--- src/rtl/bt16_pkg.sv ---
package bt16_pkg;
  localparam int BW = 8;
  localparam int CW = 2 * BW;
  localparam int AW = 2;

  typedef enum logic [AW-1:0] {
    A_CNT_HI = 2'd0,
    A_CNT_LO = 2'd1,
    A_LIM_HI = 2'd2,
    A_LIM_LO = 2'd3
  } reg_addr_e;

  function automatic logic hits_limit(logic [CW-1:0] c, logic [CW-1:0] l);
    return c == l;
  endfunction

  function automatic logic [CW-1:0] bump(logic [CW-1:0] c);
    return c + {{(CW-1){1'b0}}, 1'b1};
  endfunction

  function automatic logic [CW-1:0] put_byte(logic [CW-1:0] w, logic hi, logic [BW-1:0] b);
    logic [CW-1:0] r;
    r = w;
    if (hi) r[CW-1:BW] = b;
    else    r[BW-1:0]  = b;
    return r;
  endfunction
endpackage

--- src/rtl/bt16_counter.sv ---
module bt16_counter
  import bt16_pkg::*;
(
  input  logic          clk,
  input  logic          rst_n,
  input  logic          tick,
  input  logic          wr_hi,
  input  logic          wr_lo,
  input  logic [BW-1:0] wdata,
  input  logic [CW-1:0] lim,
  output logic [CW-1:0] cnt,
  output logic          wrap,
  output logic          upd
);
  logic wr_any;
  assign wr_any = wr_hi | wr_lo;
  assign wrap   = tick & ~wr_any & hits_limit(cnt, lim);

  always_ff @(posedge clk or negedge rst_n) begin
    if (!rst_n) begin
      cnt <= '0;
      upd <= 1'b0;
    end else begin
      upd <= wrap;
      if (wr_hi)       cnt <= put_byte(cnt, 1'b1, wdata);
      else if (wr_lo)  cnt <= put_byte(cnt, 1'b0, wdata);
      else if (wrap)   cnt <= '0;
      else if (tick)   cnt <= bump(cnt);
    end
  end

  p_step_r2: assert property (@(posedge clk) disable iff (!rst_n)
    tick && !wr_any && !wrap |=> cnt == $past(cnt) + 16'd1);
  p_idle_r2: assert property (@(posedge clk) disable iff (!rst_n)
    !tick && !wr_any |=> $stable(cnt));
  p_wrap_r3: assert property (@(posedge clk) disable iff (!rst_n)
    wrap |=> (cnt == '0) && upd);
endmodule

--- src/rtl/bt16_rdlatch.sv ---
module bt16_rdlatch
  import bt16_pkg::*;
(
  input  logic          clk,
  input  logic          rst_n,
  input  logic          rd_hi,
  input  logic          rd_lo,
  input  logic [BW-1:0] live_lo,
  output logic [BW-1:0] lo_view
);
  logic [BW-1:0] held;
  logic          hold;

  always_ff @(posedge clk or negedge rst_n) begin
    if (!rst_n) begin
      held <= '0;
      hold <= 1'b0;
    end else if (rd_hi) begin
      held <= live_lo;
      hold <= 1'b1;
    end else if (rd_lo) begin
      hold <= 1'b0;
    end
  end

  assign lo_view = hold ? held : live_lo;

  p_latch_steady_r5: assert property (@(posedge clk) disable iff (!rst_n)
    hold && !rd_hi |=> $stable(held));
  p_release_r5: assert property (@(posedge clk) disable iff (!rst_n)
    rd_lo && !rd_hi |=> !hold);
endmodule

--- src/rtl/bt16_reload.sv ---
module bt16_reload
  import bt16_pkg::*;
(
  input  logic          clk,
  input  logic          rst_n,
  input  logic          wr_hi,
  input  logic          wr_lo,
  input  logic [BW-1:0] wdata,
  input  logic          wrap,
  output logic [CW-1:0] stage,
  output logic [CW-1:0] active
);
  logic lock;

  always_ff @(posedge clk or negedge rst_n) begin
    if (!rst_n) begin
      stage  <= '1;
      active <= '1;
      lock   <= 1'b0;
    end else begin
      if (wrap && !lock) active <= stage;
      if (wr_hi) begin
        stage <= put_byte(stage, 1'b1, wdata);
        lock  <= 1'b1;
      end else if (wr_lo) begin
        stage <= put_byte(stage, 1'b0, wdata);
        lock  <= 1'b0;
      end
    end
  end

  p_locked_r8: assert property (@(posedge clk) disable iff (!rst_n)
    lock |=> $stable(active));
  p_pend_r8: assert property (@(posedge clk) disable iff (!rst_n)
    wr_hi |=> lock);
endmodule

--- src/rtl/byte_timer16.sv ---
module byte_timer16
  import bt16_pkg::*;
(
  input  logic          clk,
  input  logic          rst_n,
  input  logic          cnt_tick,
  input  logic [AW-1:0] reg_addr,
  input  logic          reg_wr,
  input  logic          reg_rd,
  input  logic [BW-1:0] reg_wdata,
  output logic [BW-1:0] reg_rdata,
  output logic          upd_evt
);
  logic          wr_cnt_hi, wr_cnt_lo, wr_lim_hi, wr_lim_lo;
  logic          rd_cnt_hi, rd_cnt_lo;
  logic [CW-1:0] cnt, lim_active, lim_stage;
  logic [BW-1:0] lo_view;
  logic          wrap;

  assign wr_cnt_hi = reg_wr & (reg_addr == A_CNT_HI);
  assign wr_cnt_lo = reg_wr & (reg_addr == A_CNT_LO);
  assign wr_lim_hi = reg_wr & (reg_addr == A_LIM_HI);
  assign wr_lim_lo = reg_wr & (reg_addr == A_LIM_LO);
  assign rd_cnt_hi = reg_rd & (reg_addr == A_CNT_HI);
  assign rd_cnt_lo = reg_rd & (reg_addr == A_CNT_LO);

  bt16_counter u_cnt (
    .clk(clk), .rst_n(rst_n), .tick(cnt_tick),
    .wr_hi(wr_cnt_hi), .wr_lo(wr_cnt_lo), .wdata(reg_wdata),
    .lim(lim_active), .cnt(cnt), .wrap(wrap), .upd(upd_evt)
  );

  bt16_rdlatch u_lat (
    .clk(clk), .rst_n(rst_n), .rd_hi(rd_cnt_hi), .rd_lo(rd_cnt_lo),
    .live_lo(cnt[BW-1:0]), .lo_view(lo_view)
  );

  bt16_reload u_arr (
    .clk(clk), .rst_n(rst_n), .wr_hi(wr_lim_hi), .wr_lo(wr_lim_lo),
    .wdata(reg_wdata), .wrap(wrap), .stage(lim_stage), .active(lim_active)
  );

  always_comb begin
    reg_rdata = '0;
    if (reg_rd) begin
      unique case (reg_addr)
        A_CNT_HI: reg_rdata = cnt[CW-1:BW];
        A_CNT_LO: reg_rdata = lo_view;
        A_LIM_HI: reg_rdata = lim_stage[CW-1:BW];
        A_LIM_LO: reg_rdata = lim_stage[BW-1:0];
        default:  reg_rdata = '0;
      endcase
    end
  end

  p_quiet_bus_r10: assert property (@(posedge clk) disable iff (!rst_n)
    !reg_rd |-> reg_rdata == '0);
endmodule

--- config.mk ---
export PLATFORM = sky130hd
export DESIGN_NAME = byte_timer16
export DESIGN_NICKNAME = d
export VERILOG_FILES = /design/src/rtl/bt16_pkg.sv /design/src/rtl/bt16_counter.sv /design/src/rtl/bt16_rdlatch.sv /design/src/rtl/bt16_reload.sv /design/src/rtl/byte_timer16.sv
export SDC_FILE = /design/constraint.sdc
export NUM_CORES = 1
export LEC_CHECK = 0
export BUFFER_PORTS_ARGS = -buffer_cell sky130_fd_sc_hd__buf_4
export CORE_MARGIN = 2
export CORE_UTILIZATION = 35
export DETAILED_ROUTE_END_ITERATION = 8
export GPL_ROUTABILITY_DRIVEN = 0
export PLACE_DENSITY = 0.57
export SLEW_MARGIN = 20
export SYNTH_ARGS = -nofsm -noshare
export SYNTH_HDL_FRONTEND = slang
export SYNTH_HIERARCHICAL = 1
export SYNTH_SLANG_ARGS = --single-unit
export TNS_END_PERCENT = 50
--- constraint.sdc ---
create_clock -name clk -period 2.9 [get_ports clk]
set_clock_uncertainty 0.05 [all_clocks]
set_input_delay 0.435 -clock clk [delete_from_list [all_inputs] [get_ports clk]]
set_output_delay 0.435 -clock clk [all_outputs]
set_load 0.05 [all_outputs]
# After elaboration in Yosys (flattened, before gate mapping)
# Index checks and enable logic that the tools add are counted.
# Widths: inputs -> output; s select.
# word_totals
wordCells	50
input_bits	15
output_inout_bits	9
register_bits	59
# classes
addsub	1
muxes	13
eq_ne	5
bitwise	12
reduce_logical	10
# op_table
operator	count
$mux 16	5
$pmux 8 s4	1
$mux 8	3
$add 16x1->16 const B	1
$eq 16x16->1	1
$and 1x1->1	8
$reduce_and 2->1	3
$reduce_bool 3->1	2
$eq 2x2->1 const B	2
$mux 1	4
$reduce_bool 2->1	2
$not 1->1	3
$eq 2x1->1 const B	1
$logic_not 2->1	1
$ne 2x1->1 const B	1
$logic_and 1x1->1	1
$logic_not 1->1	1
$or 1x1->1	1

# Longest topological paths before layout
# depth
ltp_word	9
ltp_mapped	10
depth_no_buf	7

# Cells and area by module
# Netlist, hierarchy kept.
# by_module_without_submodules
module	area_per_inst_um2	seq_area_each_um2	n_inst	cells_per_inst
bt16_reload	1326.3	865.8	1	74
bt16_counter	1281.2	425.4	1	150
bt16_rdlatch	500.5	225.2	1	29
byte_timer16	314.1	0.0	1	37

# Worst setup path before layout
# Ideal clock, no wire load.
# synth_timing
path_kind	in2reg
startpoint	in reg_addr[0]
endpoint	reg u_arr.active[0]
n_path_buf	3
required_ns	2.768
setup_time_ns	0.082
path_stages	10
slack_ns	0.332
arrival_time_ns	2.436
path_cell_list	buf_6 buf_6 and3b_1 nand2b_1 nor2_1 nand3_1 nor3_1 nor2b_1 buf_2 mux2_2
# synth_between
elab_chain_len	7
word_cells_on_any_way	9
cone_classes	eq/ne: 1; bitwise: 6; reduce/logical: 2
# synth_lines
element	line_no	rtl
from (decl)	byte_timer16.sv:7	input logic [AW-1:0] reg_addr,
$eq 2x1->1	byte_timer16.sv:21	assign wr_cnt_lo = reg_wr & (reg_addr == A_CNT_LO);
$and 1x1->1	byte_timer16.sv:21	
net wr_cnt_lo	byte_timer16.sv:14	logic wr_cnt_hi, wr_cnt_lo, wr_lim_hi, wr_lim_lo;
$or 1x1->1	bt16_counter.sv:16	assign wr_any = wr_hi | wr_lo;
$not 1->1	bt16_counter.sv:17	assign wrap = tick & ~wr_any & hits_limit(cnt, lim);
$and 1x1->1 (2 in a row)	bt16_counter.sv:17	
net wrap	byte_timer16.sv:18	logic wrap;
$logic_and 1x1->1	bt16_reload.sv:21	if (wrap && !lock) active <= stage;
to (signal assigned)	bt16_reload.sv:21	
to (decl)	bt16_reload.sv:11	output logic [CW-1:0] active
# The timed path passes the listed nets, and every way through them passes these cells.
# A chain may end at the register's enable or synchronous reset.

# Final worst setup path
# layout_timing
startpoint	reg u_cnt.cnt[8]
endpoint	reg u_arr.active[7]
# layout_between
elab_chain_len	3
# layout_lines
element	line_no	rtl
from (decl)	bt16_counter.sv:11	output logic [CW-1:0] cnt,
from (signal assigned)	bt16_counter.sv:25	if (wr_hi) cnt <= put_byte(cnt, 1'b1, wdata);
from (signal assigned)	bt16_counter.sv:26	else if (wr_lo) cnt <= put_byte(cnt, 1'b0, wdata);
from (signal assigned)	bt16_counter.sv:28	else if (tick) cnt <= bump(cnt);
$eq 16x16->1	bt16_pkg.sv:14	return c == l;
$and 1x1->1	bt16_counter.sv:17	
net wrap	byte_timer16.sv:18	
$logic_and 1x1->1	bt16_reload.sv:21	
# The timed path passes the listed nets, and every way through them passes these cells.

==> flow_summary_export.csv <==
group,metric,value,unit
logic_synthesis,ys.flop_type,"dfstp_2",
logic_synthesis,synth_top_family_by_area,"multiplexers",
logic_synthesis,syn_nets,306,
logic_synthesis,yosys.area_share.simple,12.7,%
min_path,min_path_type,"in2async",
routing,vias,2357,
timing,min_period,2.60,ns
timing,max_freq,384,MHz
logic_synthesis,synth-edff-count,0,
placed_design,port_buffers,23,
logic_synthesis,seq_area_frac_synth,44.3,%
power_and_ir_drop,p_seq_share,42.6,%
worst_setup_path,crit_type,"reg2reg",
worst_setup_path,crit_chain,"xor2_1 > nor4_1 > nand3_1 > nor3_1 > nor2b_1 > buf_4 > mux2_2",
logic_synthesis,synthAdderAreaFrac,0.366,%
global_route,grt_overflow,0,
floorplanning,coreArea,9640,um^2
logic_synthesis,yosysTopAreaCell,"dfstp_2",
global_route,antenna_found_initial,0,
timing,rsz0062_at_grt,"no",
power_and_ir_drop,clkPwrFrac,29.8,%
logic_synthesis,synth-warning-count,6,
routing,drt_first_pass_iters,4,
timing,post-route-period-util,89.8,%
cells_and_area,final_nets,330,
global_route,grt_max_degree,60,
timing,setup_viol,0,
routing,viasPerCell,5.21,
routing,wirelength,8340,um
logic_synthesis,synth_top_cells_by_area,"dfstp_2 (25%), dfrtp_1 (20%), mux2_4 (11%)",
cts,cts_tree,"yes",
cts,htreeDepth,3,
logic_synthesis,syn_area_per_cell,11.8,um^2
power_and_ir_drop,p_switching,930,uW
logic_synthesis,synth.ff_latch_count,59,
power_and_ir_drop,p_sw_share,32.2,%
status,outcome,"complete, no violations",
timing,hold_viol,0,
routing,drc,0,
worst_setup_path,crit_family,"simple AND/OR/NAND/NOR gates",
cts,clock_latency,0.35,ns
cells_and_area,syn_to_final_growth,14.6,%
worst_setup_path,cp-end-kind,"flip-flop",
timing,worstMarginPinSlew,0.772,ns
worst_setup_path,slowest_delay,0.49,ns
worst_setup_path,crit_buf_inv,1,
floorplanning,start_util,35.5,%
floorplanning,row_count,36,
global_route,grt_usage,17.4,%
floorplanning,die_area,10600,um^2
routing,postRouteAntennaNets,0,
power_and_ir_drop,max-vdd-ir-drop,0.229,mV
cts,root_buffer,"clkbuf_8",
cells_and_area,layout-drive-gt1-share,42.9,%
cts,clkTransAtPathRegs,0.07,ns
cts,clock-sinks,59,
power_and_ir_drop,p_int,1.96,mW
worst_setup_path,crit_cells,7,
worst_setup_path,reg2reg_depth,7,
global_route,grt_first_pass_wirelength,13600,um
cts,post_cts_resized,0,
logic_synthesis,synth_compound_area_share,8.26,%
timing,setup_ws,0.296,ns
run,maxCapViolCount,0,
worst_setup_path,cp_max_fo,8,
floorplanning,die_w,103,um
placed_design,hpwl,5910,um
cts,holdBufCountCts,0,
timing,final.setup.tns,0,ns
power_and_ir_drop,p_leak,1.73,nW
power_and_ir_drop,p_comb_share,27.7,%
floorplanning,ioPinCount,24,
logic_synthesis,ys_types,44,
worst_setup_path,cp.arrival,2.83,ns
logic_synthesis,netlist_area,3420,um^2
logic_synthesis,synth_top_area_share,24.6,%
global_route,grt_pass1_vias,2392,
logic_synthesis,synth.area.mux_share,23.7,%
timing,slew_headroom,48.5,%
logic_synthesis,synthCells,290,
worst_setup_path,startpoint_type,"flip-flop",
cts,cts_made_buffers,9,
logic_synthesis,synthXorXnorAreaFrac,6.14,%
cts,ctsLongestPathBuffers,2,
worst_setup_path,worstPathRequired,3.12,ns
cts,cts_setup_buffers,0,
worst_setup_path,slowest_stage,"dfrtp_1",
power_and_ir_drop,power.density,736,nW/um^2
routing,wire_per_inst,18.5,um
floorplanning,die_height,103,um
timing,drv_slew,0,
logic_synthesis,ys_async_sr_fraction,100,%
cells_and_area,diodes,0,
routing,drt_iter0_markers,180,
placed_design,post-place-ws,0.172,ns
## per-stage QoR
| stage | util (%) | hold slack (ns) | instance area, um^2 | cells | power, mW |
|---|---|---|---|---|---|
| floorplan | - | 0.0894 | 3420 | 290 | 1.79 |
| global placement | 38.3 | 0.444 | 3690 | 436 | 2.02 |
| detailed placement | 38.3 | 0.447 | 3690 | 436 | 2.04 |
| CTS | 40.7 | 0.135 | 3920 | 452 | 2.91 |
| global route | 40.7 | 0.155 | 3920 | 452 | 3.05 |
| finish | 40.7 | 0.0932 | 3920 | 452 | 2.89 |
## cell type report
| type | instances | area, um^2 |
|---|---|---|
| repair buffers | 31 | 233 |
| flip-flops and latches | 59 | 1520 |
| clock buffers | 13 | 191 |
| fillers | 972 | 5720 |
| multi-input cells | 208 | 1760 |
| inverters | 5 | 18.8 |
| well taps | 133 | 166 |
| clock inverters | 3 | 40.0 |
## power groups by stage
stage	Sequential, mW	Combinational (mW)	Clock, mW
after detailed placement	1.24	0.798	0
after CTS	1.23	0.803	0.882
after global routing	1.25	0.869	0.926
after floorplan	1.14	0.642	0
final	1.23	0.799	0.859
after global placement	1.23	0.789	0
## routing by layer
metal	vias up	global-route usage [%]	wire (um)
met5	-	0	0
met4	0	6.78	188
met3	15	4.00	385
met2	62	26.1	3820
met1	1176	24.5	3950
li1	1104	-	-
## state kept, by name, indices dropped and copies added (netlist names)
name          cells
u_lat/held        8
u_lat/hold        1
u_arr/active     16
u_cnt/upd         1
u_cnt/cnt        16
u_arr/lock        1
u_arr/stage      16
## cell usage after synthesis, types with 6 or more instances
cell      n
and3_1   13
nand3_1   7
nand2_1   8
dfrtp_1  27
a21oi_1  10
o21ai_1   7
o22ai_1  14
mux2_2   25
nor2_1   10
xnor2_1   9
dfstp_2  32
buf_2     6
nor3_1   10
xor2_1   15
buf_6     6
nand4_1   6
mux2i_1  17
mux2_4   24
## logic make-up after synthesis
| kind of cell | count (synthesis) |
|---|---|
| AO/OA/AOI/OAI | 44 |
| XOR/XNOR | 24 |
| adder cells (fa/ha/maj) | 1 |
| buffers and inverters | 23 |
| flip-flops | 59 |
| multiplexers | 66 |
| AND/OR/NAND/NOR | 73 |
## final timing paths
check	slack, ns	to	start
setup / recovery	0.30	u_arr/active[7]$_DFFE_PN1P_	u_cnt/cnt[8]$_DFFE_PN0P_
hold / removal	0.09	u_cnt/cnt[3]$_DFFE_PN0P_	rst_n
setup reg to reg	0.30	u_arr/active[7]$_DFFE_PN1P_	u_cnt/cnt[8]$_DFFE_PN0P_
hold reg to reg	0.46	u_lat/held[0]$_DFFE_PN0P_	u_lat/held[0]$_DFFE_PN0P_
max in group asynchronous	2.17	u_lat/held[4]$_DFFE_PN0P_	rst_n
min in group clk	0.30	u_cnt/cnt[11]$_DFFE_PN0P_	reg_wdata[3]
## cells in the final DEF (no fill, tap or decap), types with 8 or more instances in the layout
cell type	instances
a21oi_1	10
and3_1	13
buf_4	31
clkbuf_8	10
dfrtp_1	27
dfstp_2	32
mux2_2	25
mux2_4	24
mux2i_1	17
nand2_1	8
nor2_1	10
nor3_1	10
o22ai_1	14
xnor2_1	9
xor2_1	15
Note: power is estimated with default switching activity, not from simulation.
